$ cat src/rtl/rfx_irq_pkg.sv
package rfx_irq_pkg;
    localparam int unsigned NUM_SRC    = 3;
    localparam int unsigned BIT_RENDER = 0;
    localparam int unsigned BIT_FLUSH  = 1;
    localparam int unsigned BIT_OOM    = 2;

    localparam int unsigned OFS_STATUS    = 'h00;
    localparam int unsigned OFS_EN_SET    = 'h04;
    localparam int unsigned OFS_EN_CLR    = 'h08;
    localparam int unsigned OFS_POOL_ADDR = 'h0C;
    localparam int unsigned OFS_POOL_SIZE = 'h10;

    typedef enum logic [2:0] {
        SEL_NONE,
        SEL_STATUS,
        SEL_EN_SET,
        SEL_EN_CLR,
        SEL_POOL_ADDR,
        SEL_POOL_SIZE
    } reg_sel_e;
endpackage

$ cat src/rtl/rfx_irq_status.sv
module rfx_irq_status #(
    parameter int unsigned NUM_SRC = 3
) (
    input  logic               clk_i,
    input  logic               rst_ni,
    input  logic [NUM_SRC-1:0] set_i,
    input  logic [NUM_SRC-1:0] clr_i,
    output logic [NUM_SRC-1:0] status_o
);
    typedef struct packed {
        logic [NUM_SRC-1:0] pend;
    } state_t;

    state_t state_d, state_q;

    always_comb begin
        state_d = state_q;
        for (int i = 0; i < NUM_SRC; i++) begin
            // a source that fires wins against an acknowledge in the same cycle
            if (set_i[i]) begin
                state_d.pend[i] = 1'b1;
            end else if (clr_i[i]) begin
                state_d.pend[i] = 1'b0;
            end
        end
    end

    always_ff @(posedge clk_i or negedge rst_ni) begin
        if (!rst_ni) begin
            state_q <= '0;
        end else begin
            state_q <= state_d;
        end
    end

    assign status_o = state_q.pend;

    for (genvar k = 0; k < NUM_SRC; k++) begin : g_chk
        p_set_wins_r11: assert property (@(posedge clk_i) disable iff (!rst_ni)
            set_i[k] |=> status_o[k]);
        p_ack_clears_r3: assert property (@(posedge clk_i) disable iff (!rst_ni)
            (clr_i[k] && !set_i[k]) |=> !status_o[k]);
        p_hold_r6: assert property (@(posedge clk_i) disable iff (!rst_ni)
            (!clr_i[k] && !set_i[k]) |=> $stable(status_o[k]));
    end
endmodule

$ cat src/rtl/rfx_irq_enable.sv
module rfx_irq_enable #(
    parameter int unsigned NUM_SRC = 3
) (
    input  logic               clk_i,
    input  logic               rst_ni,
    input  logic [NUM_SRC-1:0] set_i,
    input  logic [NUM_SRC-1:0] clr_i,
    output logic [NUM_SRC-1:0] mask_o
);
    typedef struct packed {
        logic [NUM_SRC-1:0] mask;
    } state_t;

    state_t state_d, state_q;

    always_comb begin
        state_d      = state_q;
        state_d.mask = (state_q.mask | set_i) & ~clr_i;
    end

    always_ff @(posedge clk_i or negedge rst_ni) begin
        if (!rst_ni) begin
            state_q <= '0;
        end else begin
            state_q <= state_d;
        end
    end

    assign mask_o = state_q.mask;

    for (genvar k = 0; k < NUM_SRC; k++) begin : g_chk
        p_set_r4: assert property (@(posedge clk_i) disable iff (!rst_ni)
            (set_i[k] && !clr_i[k]) |=> mask_o[k]);
        p_clr_r4: assert property (@(posedge clk_i) disable iff (!rst_ni)
            clr_i[k] |=> !mask_o[k]);
        p_zero_ignored_r4: assert property (@(posedge clk_i) disable iff (!rst_ni)
            (!set_i[k] && !clr_i[k]) |=> $stable(mask_o[k]));
    end
endmodule

$ cat src/rtl/rfx_ovf_pool.sv
module rfx_ovf_pool #(
    parameter int unsigned DATA_W = 32
) (
    input  logic              clk_i,
    input  logic              rst_ni,
    input  logic              addr_wr_i,
    input  logic              size_wr_i,
    input  logic [DATA_W-1:0] wdata_i,
    input  logic              exhaust_i,
    output logic [DATA_W-1:0] pool_addr_o,
    output logic [DATA_W-1:0] pool_size_o,
    output logic              need_mem_o
);
    typedef struct packed {
        logic [DATA_W-1:0] base;
        logic [DATA_W-1:0] size;
        logic              armed;
        logic              need;
    } state_t;

    state_t state_d, state_q;

    always_comb begin
        state_d = state_q;
        if (addr_wr_i) begin
            state_d.base = wdata_i;
        end
        if (size_wr_i) begin
            state_d.size = wdata_i;
        end
        if (exhaust_i) begin
            state_d.need  = 1'b1;
            state_d.armed = 1'b0;
        end else if (size_wr_i && state_q.armed) begin
            state_d.need  = 1'b0;
            state_d.armed = 1'b0;
        end else if (addr_wr_i) begin
            state_d.armed = 1'b1;
        end
    end

    always_ff @(posedge clk_i or negedge rst_ni) begin
        if (!rst_ni) begin
            state_q       <= '0;
            state_q.need  <= 1'b1;
        end else begin
            state_q <= state_d;
        end
    end

    assign pool_addr_o = state_q.base;
    assign pool_size_o = state_q.size;
    assign need_mem_o  = state_q.need;

    p_exhaust_r8: assert property (@(posedge clk_i) disable iff (!rst_ni)
        exhaust_i |=> need_mem_o);
    p_bare_size_r8: assert property (@(posedge clk_i) disable iff (!rst_ni)
        (need_mem_o && !addr_wr_i && !$past(addr_wr_i) && !state_q.armed) |=> need_mem_o);
    p_pool_given_r8: assert property (@(posedge clk_i) disable iff (!rst_ni)
        (size_wr_i && state_q.armed && !exhaust_i) |=> !need_mem_o);
endmodule

$ cat src/rtl/rfx_irq_ctrl.sv
module rfx_irq_ctrl
    import rfx_irq_pkg::*;
#(
    parameter int unsigned ADDR_W = 8,
    parameter int unsigned DATA_W = 32
) (
    input  logic              clk_i,
    input  logic              rst_ni,
    input  logic [ADDR_W-1:0] bus_addr_i,
    input  logic              bus_wr_i,
    input  logic              bus_rd_i,
    input  logic [DATA_W-1:0] bus_wdata_i,
    output logic [DATA_W-1:0] bus_rdata_o,
    input  logic              render_done_i,
    input  logic              flush_done_i,
    input  logic              bin_exhaust_i,
    output logic              irq_o,
    output logic [DATA_W-1:0] pool_addr_o,
    output logic [DATA_W-1:0] pool_size_o
);
    localparam int unsigned PAD_W = DATA_W - NUM_SRC;

    typedef struct packed {
        logic              irq;
        logic [DATA_W-1:0] rdata;
    } state_t;

    state_t state_d, state_q;

    reg_sel_e           sel;
    logic [NUM_SRC-1:0] wr_bits;
    logic [NUM_SRC-1:0] src_set;
    logic [NUM_SRC-1:0] ack_mask;
    logic [NUM_SRC-1:0] en_set_mask;
    logic [NUM_SRC-1:0] en_clr_mask;
    logic [NUM_SRC-1:0] status;
    logic [NUM_SRC-1:0] enable;
    logic               need_mem;
    logic               pool_addr_wr;
    logic               pool_size_wr;

    always_comb begin
        if (bus_addr_i == ADDR_W'(OFS_STATUS)) begin
            sel = SEL_STATUS;
        end else if (bus_addr_i == ADDR_W'(OFS_EN_SET)) begin
            sel = SEL_EN_SET;
        end else if (bus_addr_i == ADDR_W'(OFS_EN_CLR)) begin
            sel = SEL_EN_CLR;
        end else if (bus_addr_i == ADDR_W'(OFS_POOL_ADDR)) begin
            sel = SEL_POOL_ADDR;
        end else if (bus_addr_i == ADDR_W'(OFS_POOL_SIZE)) begin
            sel = SEL_POOL_SIZE;
        end else begin
            sel = SEL_NONE;
        end
    end

    assign wr_bits      = bus_wdata_i[NUM_SRC-1:0];
    assign ack_mask     = (bus_wr_i && sel == SEL_STATUS) ? wr_bits : '0;
    assign en_set_mask  = (bus_wr_i && sel == SEL_EN_SET) ? wr_bits : '0;
    assign en_clr_mask  = (bus_wr_i && sel == SEL_EN_CLR) ? wr_bits : '0;
    assign pool_addr_wr = bus_wr_i && (sel == SEL_POOL_ADDR);
    assign pool_size_wr = bus_wr_i && (sel == SEL_POOL_SIZE);

    always_comb begin
        src_set             = '0;
        src_set[BIT_RENDER] = render_done_i;
        src_set[BIT_FLUSH]  = flush_done_i;
        src_set[BIT_OOM]    = need_mem;
    end

    rfx_irq_status #(.NUM_SRC(NUM_SRC)) i_status (
        .clk_i    (clk_i),
        .rst_ni   (rst_ni),
        .set_i    (src_set),
        .clr_i    (ack_mask),
        .status_o (status)
    );

    rfx_irq_enable #(.NUM_SRC(NUM_SRC)) i_enable (
        .clk_i  (clk_i),
        .rst_ni (rst_ni),
        .set_i  (en_set_mask),
        .clr_i  (en_clr_mask),
        .mask_o (enable)
    );

    rfx_ovf_pool #(.DATA_W(DATA_W)) i_pool (
        .clk_i       (clk_i),
        .rst_ni      (rst_ni),
        .addr_wr_i   (pool_addr_wr),
        .size_wr_i   (pool_size_wr),
        .wdata_i     (bus_wdata_i),
        .exhaust_i   (bin_exhaust_i),
        .pool_addr_o (pool_addr_o),
        .pool_size_o (pool_size_o),
        .need_mem_o  (need_mem)
    );

    always_comb begin
        state_d       = state_q;
        state_d.irq   = |(status & enable);
        state_d.rdata = '0;
        if (bus_rd_i) begin
            unique case (sel)
                SEL_STATUS:    state_d.rdata = {{PAD_W{1'b0}}, status};
                SEL_EN_SET,
                SEL_EN_CLR:    state_d.rdata = {{PAD_W{1'b0}}, enable};
                SEL_POOL_ADDR: state_d.rdata = pool_addr_o;
                SEL_POOL_SIZE: state_d.rdata = pool_size_o;
                default:       state_d.rdata = '0;
            endcase
        end
    end

    always_ff @(posedge clk_i or negedge rst_ni) begin
        if (!rst_ni) begin
            state_q <= '0;
        end else begin
            state_q <= state_d;
        end
    end

    assign irq_o       = state_q.irq;
    assign bus_rdata_o = state_q.rdata;

    p_irq_rise_r9: assert property (@(posedge clk_i) disable iff (!rst_ni)
        (|(status & enable)) |=> irq_o);
    p_irq_fall_r9: assert property (@(posedge clk_i) disable iff (!rst_ni)
        !(|(status & enable)) |=> !irq_o);
    p_oom_level_r7: assert property (@(posedge clk_i) disable iff (!rst_ni)
        need_mem |=> status[BIT_OOM]);
    p_idle_read_r12: assert property (@(posedge clk_i) disable iff (!rst_ni)
        !bus_rd_i |=> (bus_rdata_o == '0));
    p_upper_zero_r2: assert property (@(posedge clk_i) disable iff (!rst_ni)
        bus_rdata_o[DATA_W-1:NUM_SRC] == '0 || $past(sel == SEL_POOL_ADDR || sel == SEL_POOL_SIZE));
endmodule

$ cat config.mk
export PLATFORM = sky130hd
export DESIGN_NAME = rfx_irq_ctrl
export DESIGN_NICKNAME = d
export VERILOG_FILES = /design/src/rtl/rfx_irq_pkg.sv /design/src/rtl/rfx_irq_status.sv /design/src/rtl/rfx_irq_enable.sv /design/src/rtl/rfx_ovf_pool.sv /design/src/rtl/rfx_irq_ctrl.sv
export SDC_FILE = /design/constraint.sdc
export NUM_CORES = 1
export LEC_CHECK = 0
export BUFFER_PORTS_ARGS = -buffer_cell sky130_fd_sc_hd__buf_2
export CORE_ASPECT_RATIO = 0.6
export CORE_MARGIN = 2
export CORE_UTILIZATION = 51
export CTS_CLUSTER_SIZE = 40
export DETAILED_ROUTE_END_ITERATION = 7
export PLACE_DENSITY = 0.81
export SKIP_LAST_GASP = 1
export SLEW_MARGIN = 20
export SYNTH_ARGS = -nofsm -noshare
export SYNTH_HDL_FRONTEND = slang
export SYNTH_SLANG_ARGS = --single-unit
export TNS_END_PERCENT = 30
$ cat constraint.sdc
create_clock -name clk_i -period 1.2 [get_ports clk_i]
set_input_delay 0.24 -clock clk_i [delete_from_list [all_inputs] [get_ports clk_i]]
set_output_delay 0.24 -clock clk_i [all_outputs]
set_load 0.05 [all_outputs]
==> metrics.md <==
| Metric | Value |
|---|---|
| Total global routing overflow | `0` |
| Diodes inserted | `0` |
| Share of the synthesized area in the top cell type | `between 50% and 60%` |
| Yosys warns | `0` |
| DIE WIDTH | `around 130 µm` |
| Vias in the first global route | `between 3,000 and 4,000` |
| VDD IR max | `between 0.9 and 1 mV` |
| Syn Std Cell Area | `around 0.0046 mm²` |
| Crit path max fanout | `4` |
| Clk_lat worst skew | `0.34 ns` |
| Hold Startpoint | `flush_done_i` |
| Hold endpoint | `i_status.status_o[1]` |
| Largest net degree at the start of global routing | `33` |
| Final Wtd Congestion | `0.867` |
| Setup TNS | `-40.41 ns` |
| CTS tree | `yes` |
| Met2 Routed Length | `just over 5000 µm` |
| Area delta synth->final | `27.6%` |
| Slew @ Worst Pin | `0.502 ns` |
| Reg2reg path depth | `2` |
| Core area | `about 0.0087 mm²` |
| Req. time, crit path | `~1.4 ns` |
| Max-cap violation count | `0` |
| Gr usage total | `22.3%` |
| Total Nets Final | `around 520` |
| Synth top area cells | `dfrtp_1, mux2_2, buf_4, a22oi_1, nor2_1` |
| Post-synth cell types | `32` |
| Clk sinks | `around 110` |
| Int Pwr | `5.55 mW` |
| Wirelength per Cell | `18.8 µm` |
| Failing checks | `setup timing` |
| Clk_skew | `about 0.0038 ns` |
| Post-synth top area cell | `dfrtp_1` |
| Final critical-path required period | `approximately 1.6 ns` |
| Sequential Power Share | `approximately half` |
| Fin crit share | `135%` |
| Number of synthesized flops with an enable pin | `0` |
| RSZ-0062 raised after global routing | `yes` |
| CTS buffer count | `9` |
| Main flop type after synthesis | `dfrtp_1` |
| Crit Path Category | `in -> reg` |
| Clock transition at the registers of the reported paths | `around 0.070 ns` |
| Remaining DRCs | `0` |
| Commonest non-fill, non-tap cell in the layout | `buf_2` |
| R2R Setup Slk | `roughly 0.23 ns` |
| Share of cells above drive strength 1 | `between 60% and 70%` |
| Drt via density | `approximately 5.4` |
| Metal-1 WL | `between 4000 and 5000 µm` |
| Sw Share | `26.8%` |
| Power per cell area | `between 1000 and 1500 mW/mm²` |
| Number of hold violations in the final report | `0` |
| R2r endpoint | `irq_o` |
| Psw | `about 2.0 mW` |
| Worst hold stages | `2` |
| DIE HEIGHT | `approximately 78 µm` |
| Final wirelength | `11,100 µm` |
| Most frequent cells in the layout | `buf_2, dfrtp_1, mux2_2` |
| Initial DRC count | `between 100 and 150` |
| I/O Buffers | `roughly 140` |
| Crit end category | `register` |
| Clock Path Buffers | `2` |
| Final WS setup | `-0.423 ns` |
| Global-route wire length before repair | `between 15,000 and 20,000 µm` |
| Sequential fraction of the synthesis area | `56.6%` |
| Synth Register Bits | `between 100 and 150` |
| Comb pwr share | `between 10% and 20%` |
| Fmax | `just over 600 MHz` |
| DIE AREA | `0.00991 mm²` |
| Row cnt | `26` |
| DR vias | `between 3,000 and 4,000` |
| Async SR Flop Fraction | `100%` |
| Post-layout util | `about 68%` |
| Crit path launch type | `input pin` |
| Rel. slew slack | `between 60% and 70%` |
| H-tree depth | `3` |
| Clock network power share | `roughly 38%` |
| Pleak | `about 3.1 nW` |
| Mapped Nets | `between 400 and 500` |
| WL met3 | `between 1000 and 1500 µm` |
| Max-slew violations | `0` |
| Initial Util | `between 50 and 60%` |
| Mean post-synth cell area | `around 13 µm²` |
| Setup violators final | `168` |
| Post-route ant nets | `0` |
| Reg-to-Reg Start | `i_status.status_o[1]` |
| Antenna violations before repair | `0` |
| Post-DP HPWL | `a little over 7000 µm` |
| Data arrival, critical path | `1.85 ns` |
| Ports | `approximately 140` |
| Syn Inst Count | `about 360` |
| Post-Place Worst Slack | `-0.799 ns` |
| Pre-Repair DR Iteration Count | `5` |
| HP Class | `in -> reg` |
| Outcome | `finished with violations` |
| Total power | `between 7 and 8 mW` |
| Root buffer cell | `clkbuf_16` |
| Max Used Layer | `met4` |
## synth_stat cells (2+ instances only)
cell type / number
a22oi_1: 32
nor3b_1: 2
clkbuf_1: 15
nand2_1: 2
nand2b_1: 3
buf_6: 3
mux2i_1: 3
o2bb2ai_1: 3
mux2_1: 2
a21oi_1: 3
nand3_1: 8
buf_4: 64
mux2_2: 65
a21o_1: 4
nor2_1: 32
dfrtp_1: 104
## how the worst max path moves through the flow
stage                   from                     end  slack (ns)  depth (start not counted)
2_1_floorplan  bus_addr_i[1]  i_pool.pool_addr_o[28]       -0.79                          5
3_3_place_gp   bus_addr_i[1]  i_pool.pool_addr_o[30]       -0.78                          6
3_5_place_dp   bus_addr_i[1]  i_pool.pool_addr_o[28]       -0.80                          6
4_1_cts        bus_addr_i[6]   i_pool.pool_size_o[5]       -0.41                          7
5_1_grt        bus_addr_i[6]  i_pool.pool_size_o[22]       -0.46                          7
6_report       bus_addr_i[6]  i_pool.pool_size_o[22]       -0.42                          7
## metrics by stage
step / hold WS, ns / instance area [µm²] / cells
3_5_place_dp: 0.186 / 5240 / 560
5_1_grt: 0.0815 / 5920 / 591
2_1_floorplan: -0.0556 / 4660 / 361
3_3_place_gp: 0.182 / 5240 / 560
4_1_cts: 0.0761 / 5770 / 586
6_report: 0.0896 / 5920 / 591
## cell families after synthesis
logic type / synth area share [%]
DFF: 56.6
xor gates and xnor gates: 0.377
AOI/OAI and AO/OA: 7.19
and+or+nand+nor: 6.44
muxes: 16.9
buffers and inverters: 12.5
## per-layer routing
metal  vias to the layer above  track usage (%)
li1                       1429                -
met1                      1577             29.7
met5                         -                0
met4                         0             6.37
met3                        11             8.41
met2                       152             34.5
## worst max-delay path, stage by stage
cell	delay, ns
buf_6	0.09
or4_4	0.55
buf_6	0.14
nand4bb_4	0.21
buf_6	0.18
clkbuf_16	0.14
mux2_4	0.29
## repair_timing
| item | in CTS | in global routing |
|---|---|---|
| hold buffers | 1 | 0 |
| gates cloned | 4 | 3 |
| setup buffers | 5 | 3 |
| setup endpoints to repair | 170 | 181 |
| pin swaps | 5 | 27 |
| hold endpoints to repair | 20 | 0 |
| gates resized for setup | 21 | 31 |
## layout make-up
cell class / instances / area, µm²
fillers: 637 / 2760
flip-flops and latches: 105 / 2630
multi-input cells: 172 / 1600
repair buffers: 185 / 1260
clock buffers: 13 / 270
well taps: 112 / 140
clock inverters: 3 / 22.5
inverters: 1 / 3.75
## state kept, by name, summed over array words and instances, names as in the netlist
name and flops:
bus_rdata_o 32, i_pool.pool_addr_o 32, i_pool.pool_size_o 32, i_enable.mask_o 3, i_status.status_o 3, i_pool.need_mem_o 1, i_pool.state_q 1, irq_o 1
## power groups by stage
stage	registers, mW	clock network [mW]	logic, mW
finish	3.76	2.86	0.967
global route	3.77	3.05	1.03
CTS	3.75	2.91	0.965
detailed placement	3.82	0	0.942
global placement	3.81	0	0.926
floorplan	3.82	0	0.701
(Power assumes the default switching activity.)
